`config.mk`:
```
export PLATFORM = sky130hd
export DESIGN_NAME = line_irq_ctrl
export DESIGN_NICKNAME = d
export VERILOG_FILES = /design/src/rtl/line_irq_ctrl.sv
export SDC_FILE = /design/constraint.sdc
export NUM_CORES = 1
export LEC_CHECK = 0
export BUFFER_PORTS_ARGS = -buffer_cell sky130_fd_sc_hd__buf_2
export CORE_UTILIZATION = 52
export CTS_CLUSTER_DIAMETER = 200
export DETAILED_ROUTE_END_ITERATION = 10
export PLACE_DENSITY = 0.74
export SETUP_SLACK_MARGIN = 0.15
export SLEW_MARGIN = 20
export SYNTH_ARGS = -nofsm -noshare
export SYNTH_HDL_FRONTEND = slang
export SYNTH_SLANG_ARGS = --single-unit
```
`constraint.sdc`:
```
create_clock -name clk -period 1.72 [get_ports clk]
set_clock_uncertainty 0.2 [all_clocks]
set_input_delay 0.172 -clock clk [delete_from_list [all_inputs] [get_ports clk]]
set_output_delay 0.172 -clock clk [all_outputs]
set_load 0.05 [all_outputs]
```
`src/rtl/line_irq_ctrl.sv`:
```
module line_irq_ctrl #(
  parameter int NSRC  = 4,
  parameter int CW    = 13,
  parameter int AW    = 3,
  parameter int DW    = 32,
  parameter int Y_LSB = 16
) (
  input  logic          clk,
  input  logic          rst_n,
  input  logic [CW-1:0] pix_x,
  input  logic [CW-1:0] pix_y,
  input  logic          bus_wr,
  input  logic [AW-1:0] bus_addr,
  input  logic [DW-1:0] bus_wdata,
  output logic [DW-1:0] bus_rdata,
  output logic          irq_o
);
  localparam int A_STAT = NSRC;
  localparam int A_CLR  = NSRC + 1;
  localparam int A_MASK = NSRC + 2;

  logic [CW-1:0]   tgt_x [NSRC];
  logic [CW-1:0]   tgt_y [NSRC];
  logic [NSRC-1:0] hit_v, clr_v, pend, mask;

  assign clr_v = (bus_wr && bus_addr == AW'(A_CLR)) ? bus_wdata[NSRC-1:0] : '0;

  for (genvar i = 0; i < NSRC; i++) begin : g_src
    always_ff @(posedge clk or negedge rst_n)
      if (!rst_n) begin
        tgt_x[i] <= '0;
        tgt_y[i] <= '0;
      end else if (bus_wr && bus_addr == AW'(i)) begin
        tgt_x[i] <= bus_wdata[CW-1:0];
        tgt_y[i] <= bus_wdata[Y_LSB +: CW];
      end
    assign hit_v[i] = (pix_x == tgt_x[i]) && (pix_y == tgt_y[i]);
  end

  always_ff @(posedge clk or negedge rst_n)
    if (!rst_n) begin
      pend  <= '0;
      mask  <= '0;
      irq_o <= 1'b0;
    end else begin
      pend  <= (pend & ~clr_v) | hit_v;
      irq_o <= |(pend & mask);
      if (bus_wr && bus_addr == AW'(A_MASK)) mask <= bus_wdata[NSRC-1:0];
    end

  always_comb begin
    bus_rdata = '0;
    for (int i = 0; i < NSRC; i++)
      if (bus_addr == AW'(i)) begin
        bus_rdata[CW-1:0]       = tgt_x[i];
        bus_rdata[Y_LSB +: CW]  = tgt_y[i];
      end
    if (bus_addr == AW'(A_STAT)) bus_rdata[NSRC-1:0] = pend;
    if (bus_addr == AW'(A_MASK)) bus_rdata[NSRC-1:0] = mask;
  end


  match_sets_chk: assert property (@(posedge clk) disable iff (!rst_n)
    1'b1 |=> ((pend & $past(hit_v)) == $past(hit_v)));

  sticky_chk: assert property (@(posedge clk) disable iff (!rst_n)
    1'b1 |=> (($past(pend) & ~$past(clr_v) & ~pend) == '0));

  no_stray_set_chk: assert property (@(posedge clk) disable iff (!rst_n)
    1'b1 |=> ((pend & ~$past(pend) & ~$past(hit_v)) == '0));

  irq_follow_chk: assert property (@(posedge clk) disable iff (!rst_n)
    1'b1 |=> (irq_o == |($past(pend) & $past(mask))));
endmodule

```
# After elaboration in Yosys (flattened, before gate mapping)

Cells that the tools add are included.

Register bits: 113
Input bits: 64
Output and inout bits: 33
Word-level logic and storage cells: 52

Equal/unequal tests: 14
Multiplexer cells: 11
Bitwise logic cells: 4
Reduce and logical (&&, ||, !) cells: 12

Operator list:

| operator                                             | count |
|---|---|
| equality test 13 bit                                 | 8 |
| two-way mux 13 bit                                   | 8 |
| two-way mux 4 bit                                    | 3 |
| logical AND 1 bit                                    | 10 |
| equality test 3 bit (second input constant)          | 3 |
| AND 4 bit                                            | 2 |
| equality test 3 x 2 -> 1 bit (second input constant) | 2 |
| NOT 4 bit                                            | 1 |
| bitwise OR 4 bit                                     | 1 |
| OR reduction 4 bit                                   | 1 |
| equality test 3 x 1 -> 1 bit (second input constant) | 1 |
| zero test 3 bit                                      | 1 |

# Longest topological paths before layout

Gate-level depths: netlist of the first run.

Depth in word-level cells: 7
Depth in mapped cells: 6
Gate-level depth less buffers: 4

# Least setup slack after synthesis of the first run

Ideal clock, no wire load.

Path kind: input -> output
Start: input port bus_addr[0]
End: output port bus_rdata[0]
Data arrival time: 1671 ps
Required time: 1348 ps
Path slack: -323 ps
Stages on the path: 5
Path buffers: 2
Cell sequence: buf_6 buf_2 nor2b_1 a21oi_1 o221ai_1

Cells in the longest elaborated chain, start to end: 7
Elaborated cells between the ends (all ways): 12
Classes of those cells: eq/ne: 5; mux: 6; reduce/logical: 1

Ends and longest elaborated chain:

| item                            | line | text |
|---|---|---|
| start: declaration              | 13   | `input logic [AW-1:0] bus_addr,` |
| zero test 3 bit                 | 54   | `if (bus_addr == AW'(i)) begin` |
| two-way mux 13 bit (4 in a row) | 54   |  |
| two-way mux 4 bit               | 58   | `if (bus_addr == AW'(A_STAT)) bus_rdata[NSRC-1:0] = pend;` |
| two-way mux 4 bit *             | 59   | `if (bus_addr == AW'(A_MASK)) bus_rdata[NSRC-1:0] = mask;` |
| end: declaration                | 15   | `output logic [DW-1:0] bus_rdata,` |

Every way passes the cells marked *; elsewhere a longest branch is shown, timed or not.

# Worst setup path after layout of the first run

Start: register tgt_x[12] (netlist name)
End: output port bus_rdata[12]

Cells in the longest elaborated chain, start to end: 1

Ends and longest elaborated chain:

| item                             | line | text |
|---|---|---|
| start: declaration               | 22   | `logic [CW-1:0] tgt_x [NSRC];` |
| start signal: indexed assignment | 34   | `tgt_x[i] <= bus_wdata[CW-1:0];` |
| two-way mux 13 bit               | 54   |  |

Every way passes these cells.

==> flow_summary.toml, run 1 <==
[status]
outcome = "complete, but fails checks"
violations = "negative setup slack"

[synth]
syn_avg_cell_area_um2 = 12.8
yosys.area.top_type_share = 0.438
synthFlopType = "dfrtp_1"
netlist_instances = 505
ys_types = 30
yosys_warnings = 0
ys_seq_area_frac = 0.438
ys_async_sr_fraction = 1.00
synth.largest_area_cell = "dfrtp_1"
synth_edf_count = 0
yosys-top-cells-area = "dfrtp_1 44%, mux2_2 19%, xnor2_1 13%"
synth-seq-cells = 113
synth.cell_area_um2 = 6450

[cells_and_area]
nets = 803
final_cell_mix = "130 x buf_4, 113 x dfrtp_1, 68 x xnor2_1, 68 x mux2_2, 57 x buf_2"
final_layout_size_suffix_gt1_frac = 0.621
num_antenna_cells = 0
area_growth_pct = 52.0
fill_cells = 616
finish.utilization = 0.813
layout_commonest_cell = "buf_4"

[power]
power.total_uw = 11700
irDropWorstVdd_v = 0.00124
power_per_cell_area_nw_per_um2 = 1200
p_leak_uw = 0.00435

[worst_setup_path]
r2r-end = "pend[3]$_DFF_PN0_"
arrival_ns = 1.62
critPathKind = "reg2out"
r2r_slack_ns = -0.02
startpoint = "tgt_x[12]$_DFFE_PN0P_"
cp_data_required_time_ns = 1.35
end_kind = "output port"
r2r_start = "tgt_y[1]$_DFFE_PN0P_"
cp-start-kind = "flop"
crit_fanout = 2
ff2ff_path_depth = 7
cp-endpoint = "bus_rdata[12]"

[global_route]
grt-ovfl-total = 0
grt_pass1_wl_um = 30300
grt_max_degree = 63
grt_pass1_vias = 5466
grt_util_all_layers = 0.323
antenna_found_initial = 0

[timing]
fin_crit_sh = 1.16
slew_viol_final = 0
fin_setup_tns_ns = -6.07
grt_setup_unrepaired = "true"
setup_violations = 27
timing.final.crit_period_ns = 2.00
hold_viol = 0
fmax_mhz = 501
worst_slack_ns = -0.276

[die]
die-area_um2 = 12900
ios = 97
initial_core_util = 0.535
fp.dieW_um = 113
design.core.area_um2 = 12100
chipHeight_um = 113
rows = 40

[routing]
wl_um = 20600
post_drt_wl_per_cell_um = 22.4
drt_first_pass_iters = 5
num_vias = 5191
drc = 0
antenna_left = 0
viasPerCell = 5.64
drt-initial-drc-count = 311

[clocking]
cts_buffer_depth = 2
cts.clk_slew.worst_paths_ns = 0.06
cts_root_buf = "clkbuf_16"
clk_latency_ns = 0.44
htree_levels = 4
numCtsBuffers = 17
cts_tree = "yes"
numClockSinks = 113

[job]
maxCapViolCount = 0

[min_path]
hold_class = "in2async"

[placed_design]
dp_hpwl_um = 12300
place.port_buffers = 84
gp_congestion = 0.869
[logic make-up (layout without fill, tap and decap cells)]
| group | after synthesis | count (layout) | share of synthesized area |
|---|---|---|---|
| mux | 138 | 138 | 0.278 |
| flops | 113 | 113 | 0.438 |
| xor+xnor | 104 | 104 | 0.141 |
| simple gates | 83 | 83 | 0.0809 |
| buf+inv | 52 | 294 | 0.0438 |
| compound gates | 14 | 14 | 0.0171 |
| other cells | 1 | 6 | 0.000582 |
[timing repair]
| item | 4_1_cts | 5_1_grt |
|---|---|---|
| hold buffers | 27 | 0 |
| gates resized for setup | 82 | 40 |
| pin swaps | 12 | 21 |
| endpoints found under the hold margin | 225 | 0 |
| buffers inserted | 89 | 26 |
| endpoints found under the setup margin | 29 | 30 |
[metal layers]
metal / part of all wire / global-route usage
met5: 0 / 0
met4: 0.031 / 0.165
met3: 0.061 / 0.0836
met2: 0.50 / 0.519
met1: 0.40 / 0.404
[synth_stat cells, types with 4 or more instances]
library cell,n
a21oi_1,4
a32o_1,4
buf_2,5
buf_4,11
buf_6,5
clkbuf_1,27
dfrtp_1,113
mux2_2,107
mux2i_1,8
mux4_2,22
nand2_1,11
nand4_1,24
nor2_1,9
nor2b_1,23
nor3_1,8
o221ai_1,4
xnor2_1,96
xor2_1,8
[where the power goes]
part / switching, uW / total (uW) / internal (uW) / leakage, uW
Combinational: 2010 / 4650 / 2640 / 0.00270
Clock: 1290 / 3470 / 2180 / 0.000278
Sequential: 386 / 3610 / 3230 / 0.00137
[worst min path at each step]
stage                      from                     to  slack (ns)  cells past startpoint
after floorplan           rst_n        irq_o$_DFF_PN0_       -0.32                      0
after global placement    rst_n  tgt_y[15]$_DFFE_PN0P_       0.003                      2
after detailed placement  rst_n  tgt_y[15]$_DFFE_PN0P_       0.006                      2
after CTS                 rst_n  tgt_y[15]$_DFFE_PN0P_        0.12                      3
after global routing      rst_n  tgt_y[12]$_DFFE_PN0P_        0.12                      3
final                     rst_n  tgt_y[12]$_DFFE_PN0P_        0.09                      3
[stage by stage]
step	cells	area, um^2	hold WS, ns	worst slack [ns]
global route	920	9800	0.123	-0.306
detailed placement	746	7500	0.00623	-0.137
CTS	894	9350	0.116	-0.265
floorplan	510	6780	-0.324	0.0274
global placement	746	7500	0.00324	-0.139
finish	920	9800	0.0892	-0.276
[critical path, stage by stage (launching register included)]
cell,delay (ns)
dfrtp_1,0.39
mux4_2,0.46
nor2b_2,0.18
buf_6,0.17
[registers in the layout (all words and copies together) (netlist names)]
name / flops
irq_o: 1
tgt_y: 52
pend: 4
tgt_x: 52
mask: 4
[final cells by class]
cell class / count / area [um^2] / share of cell area
Multi-Input combinational cell: 345 / 4040 / 0.412
Sequential cell: 113 / 2830 / 0.289
Timing Repair Buffer: 262 / 2150 / 0.219
Clock buffer: 21 / 460 / 0.0470
Tap cell: 168 / 210 / 0.0214
Clock inverter: 11 / 113 / 0.0115
Note: power is estimated with default switching activity, not from simulation.
==> inputs of run 2 (changes only) <==
--- a/config.mk
+++ b/config.mk
@@ -5,6 +5,7 @@
 export SDC_FILE = /design/constraint.sdc
 export NUM_CORES = 1
 export LEC_CHECK = 0
+export ABC_AREA = 1
 export BUFFER_PORTS_ARGS = -buffer_cell sky130_fd_sc_hd__buf_2
 export CORE_UTILIZATION = 52
 export CTS_CLUSTER_DIAMETER = 200
==> run 2 against run 1 <==
Net effect:
- the flow finishes with violations (design-rule violations, negative setup slack)
- first-iteration DRC count grew 120%
- die area shrank 2.1%
- cell area shrank 5.8%
- hold slack lost 0.088 ns
- clock power shrank 3%
- critical path depth grew 2
- critical endpoint is now bus_rdata[1]
- largest power group is now registers
==> flow_summary.toml, run 2 <==
[die]
ios = 97
chipHeight_um = 112
die-area_um2 = 12600
fp.dieW_um = 112
initial_core_util = 0.543
rows = 39
design.core.area_um2 = 11600

[placed_design]
place.port_buffers = 84
dp_slack_ns = -0.0382
dp_hpwl_um = 11300
gp_congestion = 0.818

[worst_setup_path]
r2r_slack_ns = 0.14
arrival_ns = 1.40
end_kind = "output port"
critPathKind = "reg2out"
cp-start-kind = "flop"
ff2ff_path_depth = 8
crit_fanout = 3
cp_data_required_time_ns = 1.35

[min_path]
hold_class = "in2async"

[global_route]
grt_util_all_layers = 0.314
grt_pass1_wl_um = 30100
grt-ovfl-total = 0
grt_max_degree = 39
grt_pass1_vias = 6099
antenna_found_initial = 0

[routing]
drt-initial-drc-count = 684
viasPerCell = 5.38
top_layer_used = "met4"
met2_length_um = 9490
post_drt_wl_per_cell_um = 16.5
wl_met3_um = 1620
drc = 7
antenna_left = 0
wl_um = 20200
drt_first_pass_iters = 10
num_vias = 6590
drt-met1-wl_um = 8380

[synth]
synth_edf_count = 0
netlist_instances = 852
ys_async_sr_fraction = 1.00
yosys-top-cells-area = "dfrtp_1 45%, nand2_1 20%, xnor2_1 7.8%"
synth-seq-cells = 113
synth.most_common_cell = "nand2_1"
synth.cell_area_um2 = 6310
synth.largest_area_cell = "dfrtp_1"
ys_seq_area_frac = 0.448
syn_avg_cell_area_um2 = 7.41
synth_common_cells = "341 x nand2_1, 113 x dfrtp_1, 80 x o21ai_0, 63 x inv_1, 56 x xnor2_1"
yosys_warnings = 0
ys_types = 25
synthFlopType = "dfrtp_1"
yosys.area.top_type_share = 0.448

[clocking]
cts_tree = "yes"
cts.clk_slew.worst_paths_ns = 0.05
cts_buffer_depth = 2
clk_latency_ns = 0.43
cts_root_buf = "clkbuf_16"
numClockSinks = 113
numCtsBuffers = 17
htree_levels = 4

[timing]
hold_viol = 0
fin_crit_sh = 1.03
slew_viol_final = 0
worst_slack_ns = -0.0502
fmax_mhz = 565
setup_violations = 3
fin_setup_tns_ns = -0.0542
grt_setup_unrepaired = "true"
timing.final.crit_period_ns = 1.77

[job]
maxCapViolCount = 0

[cells_and_area]
final_layout_size_suffix_gt1_frac = 0.293
nets = 1133
area_growth_pct = 46.3
reg.largest.list = "tgt_x: 52 flops, tgt_y: 52 flops"
final_cell_mix = "317 x nand2_1, 111 x dfrtp_1, 108 x buf_4"
num_antenna_cells = 0
finish.utilization = 0.795
layout_commonest_cell = "nand2_1"

[power]
power_per_cell_area_nw_per_um2 = 1090
p_leak_uw = 0.00468
irDropWorstVdd_v = 0.000953

[status]
outcome = "complete, but fails checks"
violations = "design-rule violations, negative setup slack"
[run 2: changes by cell type after synthesis, moves of 14 or more]
cell     before  now
o21ai_1       0   32
o21ai_0       0   80
inv_1         0   63
xnor2_1      96   56
nor2b_1      23    0
mux4_2       22    0
nor2_1        9   43
xor2_1        8   22
nand2_1      11  341
mux2_2      107    0
[run 2: final timing paths]
check	start	end
max	tgt_x[40]$_DFFE_PN0P_	bus_rdata[1]
min	rst_n	tgt_y[7]$_DFFE_PN0P_
max reg2reg	tgt_y[9]$_DFFE_PN0P_	pend[3]$_DFF_PN0_
min reg2reg	mask[2]$_DFFE_PN0P_	mask[2]$_DFFE_PN0P_
max in group asynchronous	rst_n	tgt_x[8]$_DFFE_PN0P_
min in group clk	pix_y[12]	pend[0]$_DFF_PN0_
[run 2: what timing repair did]
action                     in CTS  in global routing
setup buffers                  69                 29
setup endpoints to repair      26                 30
hold endpoints to repair      223                  0
cloned                          2                  1
pin swaps                      35                 53
hold buffers                   27                  0
resized for setup              85                 60
[run 2: critical path, cell delays in order, from the launching register on]
cell and delay [ns]:
dfrtp_1 0.41, inv_2 0.07, o22ai_2 0.07, nor2_2 0.13, nand4_1 0.12, buf_6 0.17
[run 2: power by group]
part	internal [uW]	leakage, uW	switching [uW]
Clock	2120	0.000275	1230
Combinational	1490	0.00298	1640
Sequential	3140	0.00143	416
Total	6760	0.00468	3290
[run 2: metrics by stage]
step | std cells | cell area (um^2) | hold WS, ns | power (uW)
detailed placement | 1066 | 7120 | -0.106 | 5620
floorplan | 857 | 6400 | -0.324 | 5020
finish | 1225 | 9230 | 0.00139 | 10100
global placement | 1066 | 7120 | -0.102 | 5570
global route | 1225 | 9230 | 0.0378 | 10500
CTS | 1196 | 8790 | 0.0000224 | 9630
[run 2: kinds of logic (layout without fill, tap and decap cells)]
group,after synthesis,count (layout),synth area share
simple gates,420,420,0.265
compound gates,125,125,0.103
buf+inv,115,340,0.0749
flops,113,113,0.448
xor+xnor,78,78,0.108
other cells,1,6,0.000594
[run 2: layer usage]
layer	GRT usage	vias to the layer above
met5	0	-
met4	0.101	0
met3	0.0994	67
met2	0.508	325
met1	0.403	3098
li1	-	3100
[run 2: cell type report]
class / count / area [um^2]
Inverter: 69 / 282
Clock inverter: 9 / 81.3
Multi-Input combinational cell: 629 / 3300
Clock buffer: 23 / 488
Fill cell: 732 / 2380
Tap cell: 143 / 179
Sequential cell: 113 / 2830
Timing Repair Buffer: 239 / 2070
